--- config.mk ---
export PLATFORM = sky130hd
export DESIGN_NAME = twoWireReadout
export DESIGN_NICKNAME = d
export VERILOG_FILES = /design/src/rtl/twr_pkg.sv /design/src/rtl/twr_sync.sv /design/src/rtl/twr_ctrl.sv /design/src/rtl/twr_datapath.sv /design/src/rtl/twoWireReadout.sv
export SDC_FILE = /design/constraint.sdc
export NUM_CORES = 1
export LEC_CHECK = 0
export ABC_AREA = 1
export ABC_CLOCK_PERIOD_IN_PS = 1960
export BUFFER_PORTS_ARGS = -buffer_cell sky130_fd_sc_hd__buf_4
export CORE_MARGIN = 1
export CORE_UTILIZATION = 57
export CTS_BUF_LIST = sky130_fd_sc_hd__clkbuf_8 sky130_fd_sc_hd__clkbuf_16
export DETAILED_ROUTE_END_ITERATION = 7
export PLACE_DENSITY = 0.79
export SETUP_SLACK_MARGIN = 0.15
export SLEW_MARGIN = 20
export SYNTH_ARGS = -nofsm -noshare
export SYNTH_HDL_FRONTEND = slang
export SYNTH_SLANG_ARGS = --single-unit
--- constraint.sdc ---
create_clock -name clk -period 1.96 [get_ports clk]
set_input_delay 0.098 -clock clk [delete_from_list [all_inputs] [get_ports clk]]
set_output_delay 0.098 -clock clk [all_outputs]
set_load 0.05 [all_outputs]
--- src/rtl/twr_pkg.sv ---
package twr_pkg;
  typedef enum logic [1:0] {
    ST_FETCH,
    ST_WAIT,
    ST_SHIFT
  } twrState_t;

  typedef struct packed {
    logic shiftCode;
    logic emitCode;
    logic loadVis;
    logic driveBit;
    logic releaseOe;
  } twrCtrl_t;
endpackage

--- src/rtl/twr_sync.sv ---
module twr_sync #(
  parameter int STAGES = 2
) (
  input  logic clk,
  input  logic rst,
  input  logic pinClk,
  input  logic pinData,
  output logic clkRise,
  output logic clkFall,
  output logic dataSync
);
  logic [STAGES-1:0] clkPipe;
  logic [STAGES-1:0] dataPipe;
  logic              clkPrev;

  always_ff @(posedge clk) begin
    if (rst) begin
      clkPipe  <= '1;
      dataPipe <= '0;
      clkPrev  <= 1'b1;
    end else begin
      clkPipe  <= {clkPipe[STAGES-2:0], pinClk};
      dataPipe <= {dataPipe[STAGES-2:0], pinData};
      clkPrev  <= clkPipe[STAGES-1];
    end
  end

  assign clkRise  = clkPipe[STAGES-1] & ~clkPrev;
  assign clkFall  = ~clkPipe[STAGES-1] & clkPrev;
  assign dataSync = dataPipe[STAGES-1];
endmodule

--- src/rtl/twr_ctrl.sv ---
module twr_ctrl
  import twr_pkg::*;
#(
  parameter int          CODE_BITS   = 4,
  parameter int          DATA_BITS   = 16,
  parameter int          IDLE_CYCLES = 8,
  parameter logic [CODE_BITS-1:0] READ_CODE = 4'b0001
) (
  input  logic                 clk,
  input  logic                 rst,
  input  logic                 clkRise,
  input  logic                 clkFall,
  input  logic [CODE_BITS-1:0] nextCode,
  output twrCtrl_t             ctrl
);
  localparam int CNT_MAX0 = (DATA_BITS > IDLE_CYCLES) ? DATA_BITS : IDLE_CYCLES;
  localparam int CNT_MAX  = (CNT_MAX0 > CODE_BITS) ? CNT_MAX0 : CODE_BITS;
  localparam int CNT_W    = $clog2(CNT_MAX + 1);
  localparam logic [CNT_W-1:0] CODE_LAST = CNT_W'(CODE_BITS - 1);
  localparam logic [CNT_W-1:0] IDLE_LAST = CNT_W'(IDLE_CYCLES - 1);
  localparam logic [CNT_W-1:0] DATA_END  = CNT_W'(DATA_BITS);

  twrState_t        state;
  logic [CNT_W-1:0] cnt;
  logic             codeDone;
  logic             isRead;

  assign codeDone = (cnt == CODE_LAST);
  assign isRead   = (nextCode == READ_CODE);

  always_comb begin
    ctrl = '0;
    unique case (state)
      ST_FETCH: begin
        if (clkRise) begin
          ctrl.shiftCode = 1'b1;
          ctrl.releaseOe = 1'b1;
          if (codeDone) begin
            ctrl.loadVis  = isRead;
            ctrl.emitCode = ~isRead;
          end
        end
      end
      ST_SHIFT: ctrl.driveBit = clkFall && (cnt < DATA_END);
      default: ;
    endcase
  end

  always_ff @(posedge clk) begin
    if (rst) begin
      state <= ST_FETCH;
      cnt   <= '0;
    end else begin
      unique case (state)
        ST_FETCH: if (clkRise) begin
          if (codeDone) begin
            cnt <= '0;
            if (isRead) state <= ST_WAIT;
          end else begin
            cnt <= cnt + 1'b1;
          end
        end
        ST_WAIT: if (clkRise) begin
          if (cnt == IDLE_LAST) begin
            cnt   <= '0;
            state <= ST_SHIFT;
          end else begin
            cnt <= cnt + 1'b1;
          end
        end
        ST_SHIFT: begin
          if (clkFall && (cnt < DATA_END)) begin
            cnt <= cnt + 1'b1;
          end else if (clkRise && (cnt == DATA_END)) begin
            cnt   <= '0;
            state <= ST_FETCH;
          end
        end
        default: state <= ST_FETCH;
      endcase
    end
  end
endmodule

--- src/rtl/twr_datapath.sv ---
module twr_datapath
  import twr_pkg::*;
#(
  parameter int CODE_BITS = 4,
  parameter int DATA_BITS = 16
) (
  input  logic                 clk,
  input  logic                 rst,
  input  twrCtrl_t             ctrl,
  input  logic                 dataSync,
  input  logic [DATA_BITS-1:0] visData,
  output logic [CODE_BITS-1:0] nextCode,
  output logic                 dataOut,
  output logic                 dataOe,
  output logic                 codeStrobe,
  output logic [CODE_BITS-1:0] codeValue
);
  logic [CODE_BITS-1:0] codeSr;
  logic [DATA_BITS-1:0] visReg;

  assign nextCode = {dataSync, codeSr[CODE_BITS-1:1]};

  always_ff @(posedge clk) begin
    if (rst) begin
      codeSr     <= '0;
      visReg     <= '0;
      dataOut    <= 1'b0;
      dataOe     <= 1'b0;
      codeStrobe <= 1'b0;
      codeValue  <= '0;
    end else begin
      if (ctrl.shiftCode) codeSr <= nextCode;
      if (ctrl.loadVis) begin
        visReg <= visData;
      end else if (ctrl.driveBit) begin
        visReg <= visReg >> 1;
      end
      if (ctrl.driveBit) begin
        dataOut <= visReg[0];
        dataOe  <= 1'b1;
      end else if (ctrl.releaseOe) begin
        dataOut <= 1'b0;
        dataOe  <= 1'b0;
      end
      codeStrobe <= ctrl.emitCode;
      if (ctrl.emitCode) codeValue <= nextCode;
    end
  end
endmodule

--- src/rtl/twoWireReadout.sv ---
module twoWireReadout
  import twr_pkg::*;
#(
  parameter int CODE_BITS   = 4,
  parameter int DATA_BITS   = 16,
  parameter int IDLE_CYCLES = 8,
  parameter int SYNC_STAGES = 2,
  parameter logic [CODE_BITS-1:0] READ_CODE = 4'b0001
) (
  input  logic                 clk,
  input  logic                 rst,
  input  logic                 pinClk,
  input  logic                 pinDataIn,
  input  logic [DATA_BITS-1:0] visData,
  output logic                 dataOut,
  output logic                 dataOe,
  output logic                 codeStrobe,
  output logic [CODE_BITS-1:0] codeValue
);
  logic                 clkRise;
  logic                 clkFall;
  logic                 dataSync;
  logic [CODE_BITS-1:0] nextCode;
  twrCtrl_t             ctrl;

  twr_sync #(.STAGES(SYNC_STAGES)) u_sync (
    .clk(clk), .rst(rst), .pinClk(pinClk), .pinData(pinDataIn),
    .clkRise(clkRise), .clkFall(clkFall), .dataSync(dataSync)
  );

  twr_ctrl #(
    .CODE_BITS(CODE_BITS), .DATA_BITS(DATA_BITS),
    .IDLE_CYCLES(IDLE_CYCLES), .READ_CODE(READ_CODE)
  ) u_ctrl (
    .clk(clk), .rst(rst), .clkRise(clkRise), .clkFall(clkFall),
    .nextCode(nextCode), .ctrl(ctrl)
  );

  twr_datapath #(.CODE_BITS(CODE_BITS), .DATA_BITS(DATA_BITS)) u_dp (
    .clk(clk), .rst(rst), .ctrl(ctrl), .dataSync(dataSync),
    .visData(visData), .nextCode(nextCode), .dataOut(dataOut),
    .dataOe(dataOe), .codeStrobe(codeStrobe), .codeValue(codeValue)
  );
endmodule

# --- Word-level counts from Yosys, hierarchy flattened ---
# Cells that the tools add are included.
word_totals:
  output_inout_bits: 7
  register_bits: 39
  latchBits: 0
  ramBits: 0
  rom_bits: 0
  in_bits: 20
  memories: 0
op_classes:
  n_mul: 0
  magnitude_cmp: 1
  add_sub_neg: 1
  n_shift: 0
  muxes: 26
  n_eq_ne: 14
  n_reduce_logical: 8
  n_div: 0
  bitwise_logic: 5
ops:
  columns: ["operator", "n"]
  rows:
  - ["2-to-1 mux 16 bit", 2]
  - ["2-to-1 mux 5 bit", 6]
  - ["2-to-1 mux 2 bit", 8]
  - ["case mux 5 bit (3 select lines)", 1]
  - ["inequality test 2 x 1 -> 1 bit (second input constant)", 6]
  - ["AND reduction 7 bit", 1]
  - ["2-to-1 mux 1 bit", 6]
  - ["2-to-1 mux 3 bit", 2]
  - ["case mux 2 bit (3 select lines)", 1]
  - ["adder 5 x 1 -> 5 bit (second input constant)", 1]
  - ["== test 5 x 2 -> 1 bit (second input constant)", 1]
  - ["== test 5 x 3 -> 1 bit (second input constant)", 1]
  - ["== test 5 bit (second input constant)", 1]
  - ["< comparator 5 bit (second input constant)", 1]
  - ["== test 4 x 1 -> 1 bit (second input constant)", 1]
  - ["AND reduction 4 bit", 1]
  - ["nonzero test 2 bit", 2]
  - ["inequality test 3 x 1 -> 1 bit (second input constant)", 1]
  - ["inverter 1 bit", 3]
  - ["nonzero test 3 bit", 1]
  - ["bitwise AND 1 bit", 2]
  - ["== test 2 x 1 -> 1 bit (second input constant)", 1]
  - ["== test 2 bit (second input constant)", 1]
  - ["logical AND 1 bit", 2]
  - ["other kinds (2)", 2]

# --- Longest topological paths before layout ---
# Gate-level depths: netlist of the first run.
depth:
  depth_word: 6
  ltp_mapped: 11
  depth_no_buf: 11

# --- Cells and area by module ---
# Synthesis of the first run repeated with hierarchy kept, for this count alone.
unflattened:
  hier_cells: 311
  hier_area_um2: 2085.8
modules_own_cells:
  columns: ["mod", "cells_each", "instances", "area_per_inst_um2", "seq_area_each_um2"]
  rows:
  - ["twr_datapath", 176, 1, 1218.7, 520.5]
  - ["twr_ctrl", 116, 1, 714.4, 140.1]
  - ["twr_sync", 19, 1, 152.6, 100.1]

# --- Worst setup path before layout of the first run ---
# Ideal clock, no wire load.
synth_path:
  path_type: "reg2reg"
  start: "register u_ctrl.state[0]"
  end: "register u_dp.visReg[5]"
  arrival_time_ps: 1358
  t_required_ps: 1828
  path_buffers: 1
  path_slack_ps: 470
  path_stages_with_launch: 11
  period_less_slack_ps: 1490
  setup_time_ps: 132
  cell_sequence: "dfxtp_1 -> inv_1 -> ha_1 -> inv_2 -> nor2_4 -> nand2_4 -> nor2_8 -> nor2_8 -> buf_6 -> nand2_1 -> a21oi_2"
synth_between:
  elab_chain_len: 3
  word_cells_on_any_way: 6
synth_rtl:
  columns: ["element", "line_no", "text"]
  rows:
  - ["from (decl)", "twr_ctrl.sv:23", "twrState_t state;"]
  - ["from (signal assigned)", "twr_ctrl.sv:51", "state <= ST_FETCH;"]
  - ["from (signal assigned)", "twr_ctrl.sv:58", "if (isRead) state <= ST_WAIT;"]
  - ["from (signal assigned)", "twr_ctrl.sv:66", "state <= ST_SHIFT;"]
  - ["== test 2 bit or zero test 2 bit (tied branches)", "twr_ctrl.sv:33", "unique case (state)"]
  - ["2-to-1 mux 1 bit or 2-to-1 mux 3 bit (tied branches)", "twr_ctrl.sv:33", null]
  - ["nonzero test 2 bit (no line) or 2-to-1 mux 16 bit (tied branches)", null, null]
  - ["to (signal assigned)", "twr_datapath.sv:34", "visReg <= visData;"]
  - ["to (signal assigned)", "twr_datapath.sv:36", "visReg <= visReg >> 1;"]
  - ["to (decl)", "twr_datapath.sv:19", "logic [DATA_BITS-1:0] visReg;"]
# Parallel ways exist; a longest one is shown, timed or not.
# A chain may end at the register's enable or synchronous reset.

# --- Worst setup path after layout of the first run ---
layout_path:
  start: "register u_ctrl.state[0]"
  end: "register u_dp.visReg[10]"
# The elaborated chain is that of the path after synthesis.

==> results of run 1 <==
layer usage:
| layer | wire length (um) | GRT usage |
|---|---|---|
| met5 | 0 | 0 |
| met4 | 77 | 0.0942 |
| met3 | 157 | 0.0630 |
| met2 | 1800 | 0.345 |
| met1 | 1720 | 0.266 |
through the flow:
step	std cells	setup slack, ns
floorplan	260	0.470
global placement	324	0.322
detailed placement	324	0.266
CTS	332	0.272
global route	336	0.186
finish	336	0.335
cell usage in the layout, fill, tap and decap left out, drive strengths merged:
| cell type | netlist | final |
|---|---|---|
| a21boi | 12 | 12 |
| a21oi | 30 | 30 |
| buf | 5 | 30 |
| bufinv | 0 | 1 |
| clkbuf | 3 | 6 |
| dfxtp | 38 | 38 |
| dlygate4sd3 | 0 | 1 |
| ha | 6 | 6 |
| inv | 25 | 25 |
| nand2 | 81 | 81 |
| nand3 | 17 | 17 |
| nand4 | 1 | 1 |
| nor2 | 31 | 31 |
| o21ai | 8 | 8 |
| or2 | 3 | 3 |
path summary, 6_finish.rpt:
kind,startpoint,endpoint
worst max-delay path,u_ctrl.state[0],u_dp.visReg[10]
worst min-delay path,pinDataIn,u_sync.dataPipe[0]
worst max register to register,u_ctrl.state[0],u_dp.visReg[10]
worst min register to register,u_sync.dataPipe[0],u_sync.dataPipe[1]
area by class of cell:
type | count | area [um2]
inverter | 25 | 98.8
tap | 46 | 57.6
clock buffer | 6 | 82.6
clock inverter | 1 | 30.0
timing repair buffer | 31 | 248
sequential | 38 | 761
multi-input combinational | 189 | 1060
fill | 286 | 995
sequential cells by signal (all words and copies together), names as in the netlist:
register,cells
u_ctrl.cnt,5
u_ctrl.state,2
u_dp.codeSr,3
u_dp.codeStrobe,1
u_dp.codeValue,4
u_dp.dataOe,1
u_dp.dataOut,1
u_dp.visReg,16
u_sync.clkPipe,2
u_sync.clkPrev,1
u_sync.dataPipe,2
worst register-to-register path, cell delays in order, from the launching register on:
cell and delay [ns]:
dfxtp_1 0.34, inv_1 0.09, ha_1 0.27, inv_2 0.10, nor2_4 0.14, nand2_4 0.08, nor2_8 0.22, buf_12 0.17
a21boi_2 0.06, a21oi_2 0.11
repair_timing:
action | 4_1_cts | 5_1_grt
setup endpoints to repair | 0 | 10
resized for setup | 0 | 1
endpoints found under the hold margin | 1 | 0
hold buffers | 1 | 0
buffers inserted | 0 | 4
cells by family (layout without fill, tap and decap cells):
group / Yosys count / after routing / synth area share
fa+ha+maj: 6 / 6 / 0.0377
compound gates: 50 / 50 / 0.177
simple gates: 133 / 133 / 0.319
flops: 38 / 38 / 0.382
buf+inv: 33 / 63 / 0.0848
power groups by stage:
stage | Combinational, mW | Clock (mW) | Sequential [mW]
finish | 0.0907 | 0.672 | 0.792
global route | 0.0999 | 0.706 | 0.793
CTS | 0.0903 | 0.679 | 0.792
detailed placement | 0.0882 | 0 | 0.809
floorplan | 0.0507 | 0 | 0.806
global placement | 0.0868 | 0 | 0.809
==> run metrics, run 1 <==
pin count of the biggest net entering global routing 27; Worst Reg2Reg Path Length in Cells 9; grt total ovfl 0; latest clock arrival within the worst-skew pair between 0.2 and 0.3 ns; register area share after synthesis 0.382; ant diodes 0; ANT nets after route 0; Worst-Margin Slew 0.397 ns; clock-pin slew of the registers on the worst-case setup and hold paths about 0.070 ns; layout cell share with drive strength beyond 1 0.279; critical path endpoint category flop; Post-synth top flop dfxtp_1; Sw Ratio 0.209; FF-to-FF setup slack approximately 0.33 ns; commonest cells in the netlist nand2_1 (74), dfxtp_1 (38), nor2_1 (24); Post-synth EDFFs 0; status completed; first-pass GRT wire length 5.87 mm; gpl congestion 0.809; 1st-iter DRT viols 122; I/O pin count 27; CP Cell Sequence inv_1, ha_1, inv_2, nor2_4, nand2_4, nor2_8, buf_12, a21boi_2, a21oi_2; H-tree levels 2; synthesized cell area 1990 um2; Initial DRT Pass Iterations 4; top cell type's share of synthesized area 0.382; Area contributors post-synth dfxtp_1 (38%), nand2_1 (14%), a21oi_2 (4.8%); row cnt 21; via/cell ratio 5.15; RSZ-0062 raised after global routing false; Synth Area per Inst 7.66 um2; WHS 0.00696 ns; Max VDD drop 374 uV; die width just over 60 um; total die area around 3700 um2; Seq pwr share 0.509; area delta synth->final 17.6%; #FFs+latches synth 38; Max FO, Critical Path 9; number of global-route vias before repair between 1,000 and 1,500; WP depth 9; Worst EP required 2.19 ns; PD cells 664 nW/um2; PortBufs 26; setup_tns 0 ns; Yosys warnings 0; clk sinks 38; fin nets 316; Synth async-reset ratio 0; cell with the most instances after synthesis nand2_1; Post-Syn Nets 286; Fmax roughly 600 MHz; total CTS buffers 5; power share of the combinational group 0.058; worst setup path class flop to flop; WP buf/inv 3; post-DP HPWL 2.66 mm; Critical Path Max Stage Delay between 0.3 and 0.4 ns; Max-slew headroom 0.735; total power 1.55 mW; Post-Syn Instances 260; skew final 0.00259 ns; critical path startpoint category flop; max_cap viols 0; WP data arrival 1.85 ns; Finish-stage setup viols 0; worst min-delay path category input port to flop; initial antenna violation count 0; final WL between 3 and 4 mm; Unique masters post-synth 26; Via Count 1,730; hold path cells 3; GRT Util Overall 0.214; Clock Tree Buf Depth 2; Area after DPL approximately 2200 um2; die height 61.1 um; # DRC 0; delay-heaviest family, CP simple AND/OR/NAND/NOR gates; sw power about 320 uW; Clk pwr share 0.432; cell taking the most area after synthesis dfxtp_1; WL per Instance 11.2 um; clock tree from TritonCTS yes; Starting Density 0.597; Leakage 1.05 nW; Root Driver clkbuf_8; Final Hold Vio Count 0; critical path's slowest cell dfxtp_1; Core Box Area ~3300 um2; final core occ 0.702; final slew viol count 0; P_int approximately 1.2 mW; minimum clock period around 1.6 ns; crit share post-route 0.829; design area 2340 um2
Power figures use the tool's default switching activity.
==> run 2, diff against run 1 <==
--- a/config.mk
+++ b/config.mk
@@ -6,13 +6,13 @@
 export NUM_CORES = 1
 export LEC_CHECK = 0
 export ABC_AREA = 1
-export ABC_CLOCK_PERIOD_IN_PS = 1960
+export ABC_CLOCK_PERIOD_IN_PS = 1350
 export BUFFER_PORTS_ARGS = -buffer_cell sky130_fd_sc_hd__buf_4
 export CORE_MARGIN = 1
-export CORE_UTILIZATION = 57
+export CORE_UTILIZATION = 51
 export CTS_BUF_LIST = sky130_fd_sc_hd__clkbuf_8 sky130_fd_sc_hd__clkbuf_16
 export DETAILED_ROUTE_END_ITERATION = 7
-export PLACE_DENSITY = 0.79
+export PLACE_DENSITY = 0.75
 export SETUP_SLACK_MARGIN = 0.15
 export SLEW_MARGIN = 20
 export SYNTH_ARGS = -nofsm -noshare
==> constraint.sdc (replaced) <==
create_clock -name clk -period 1.35 [get_ports clk]
set_input_delay 0.0675 -clock clk [delete_from_list [all_inputs] [get_ports clk]]
set_output_delay 0.0675 -clock clk [all_outputs]
set_load 0.05 [all_outputs]
==> run metrics, run 2 (same netlist as run 1, synthesis figures left out) <==
status complete, but fails checks; violated checks negative setup slack; I/O pin count 27; H-tree levels 2; GRT Util Overall 0.222; final slew viol count 0; critical path startpoint category flop; most common cell after layout, fill and taps aside nand2_1; Core Box Area 3720 um2; ant diodes 0; PortBufs 26; first-pass GRT wire length 7.22 mm; Clock Tree Buf Depth 2; Final Hold Vio Count 0; worst min-delay path category input port to flop; Root Driver clkbuf_8; Initial DRT Pass Iterations 4; Starting Density 0.536; PD cells 829 nW/um2; die width 64.5 um; Area after DPL 2350 um2; biggest regs u_dp.visReg: 16 flops, u_ctrl.cnt: 5 flops, u_dp.codeValue: 4 flops; Clk pwr share 0.429; # DRC 0; total power 2.30 mW; pin count of the biggest net entering global routing 24; initial antenna violation count 0; GRT busiest layer met2; ANT nets after route 0; met2 usage in global routing 0.403; total die area 4160 um2; die height 64.5 um; sw power 502 uW; layout cell share with drive strength beyond 1 0.468; number of global-route vias before repair ~1,700; max_cap viols 0; post-route insts no fill 362; final worst slack -0.0927 ns; gpl congestion 0.850; area delta synth->final 39.3%; clock-pin slew of the registers on the worst-case setup and hold paths 0.08 ns; met1 Use GR 0.252; critical path endpoint category flop; 1st-iter DRT viols 95; RSZ-0062 raised after global routing true; Via Count 1,857; Finish-stage setup viols 20; worst setup path class flop to flop; Leakage 1.22 nW; skew final 0.00383 ns; grt total ovfl 0; # placed instances 342; via/cell ratio 5.13; max reg flops 16; latest clock arrival within the worst-skew pair 0.28 ns; Seq pwr share 0.497; clk sinks 38; WP data arrival 1.67 ns; post-DP HPWL approximately 2.9 mm; power share of the combinational group 0.074; fin nets 340; met3 GRT Util 0.0528; post-placement worst setup slack -0.0759 ns; crit share post-route 1.07; FILL cells 274; clock tree from TritonCTS yes; Worst EP required 1.58 ns; most frequent cells in the layout nand2_1 (63), buf_4 (45), dfxtp_1 (33); Max-slew headroom 0.797; largest reg by FF count u_dp.visReg; row cnt 22; Sw Ratio 0.218; total CTS buffers 5; Max FO, Critical Path 7; P_int approximately 1.8 mW; WL per Instance between 10 and 15 um; Fmax around 690 MHz; minimum clock period 1.44 ns; Max VDD drop 548 uV; final WL around 4.7 mm; Worst-Margin Slew 0.305 ns; design area 2780 um2
-- run 2: cell count changes in the layout (fill, tap and decap cells not counted), moves of 5 or more --
cell	delta
nand3_1	-5
nand2_2	+7
nand3_2	+5
nor2_1	-8
inv_1	-7
nor2_2	+7
ha_1	-5
nand2_1	-10
buf_4	+16
dfxtp_1	-5
-- run 2: what timing repair did --
item,CTS,global route
hold buffers,3,0
resized for setup,24,30
endpoints found under the hold margin,2,0
buffers inserted,2,6
gates cloned,0,2
endpoints found under the setup margin,33,33
pin swaps,12,19
-- run 2: final cells by class --
| type | instances | area (um2) | share of cell area |
|---|---|---|---|
| tap | 48 | 60.1 | 0.0216 |
| clock inverter | 1 | 30.0 | 0.0108 |
| timing repair buffer | 54 | 467 | 0.168 |
| inverter | 25 | 115 | 0.0415 |
| multi-input combinational | 190 | 1240 | 0.448 |
| clock buffer | 6 | 82.6 | 0.0298 |
| sequential | 38 | 777 | 0.280 |
-- run 2: path summary, 6_finish.rpt --
kind / startpoint / end / slack, ns / cells past startpoint
setup / recovery: u_ctrl.state[0] / u_dp.visReg[15] / -0.09 / 10
hold / removal: visData[15] / u_dp.visReg[15] / 0.04 / 3
setup reg to reg: u_ctrl.state[0] / u_dp.visReg[15] / -0.09 / 10
hold reg to reg: u_sync.dataPipe[0] / u_sync.dataPipe[1] / 0.42 / 2
-- run 2: worst max-delay path: stages, from the launching register on --
cell and delay (ns):
dfxtp_4 0.38, inv_4 0.05, ha_4 0.16, inv_4 0.07
nor2_4 0.04, nand2_4 0.08, nor2_8 0.06, buf_12 0.12
nor2_4 0.20, nand2_1 0.10, a21oi_2 0.11
-- run 2: stage by stage --
stage	hold slack, ns	TNS (ns)	utilization
after global placement	0.252	-0.230	0.633
after CTS	0.0323	-0.326	0.694
after global routing	0.0294	-2.85	0.747
final	0.0384	-1.08	0.747
after floorplan	0.171	-0.0220	-
after detailed placement	0.257	-0.625	0.633
-- run 2: power groups by stage --
stage	Combinational, mW	Sequential (mW)	Clock [mW]
3_3_place_gp	0.140	1.17	0
4_1_cts	0.158	1.15	0.999
5_1_grt	0.187	1.14	1.04
2_1_floorplan	0.0743	1.17	0
3_5_place_dp	0.143	1.17	0
6_report	0.170	1.14	0.988
-- run 2: routing by layer --
layer  vias to the layer above  wire, um  share of wire
met5                         -         0              0
met1                       874      1970           0.42
met2                        35      2450           0.53
li1                        938         -              -
met3                        10       160          0.034
met4                         0        75          0.016
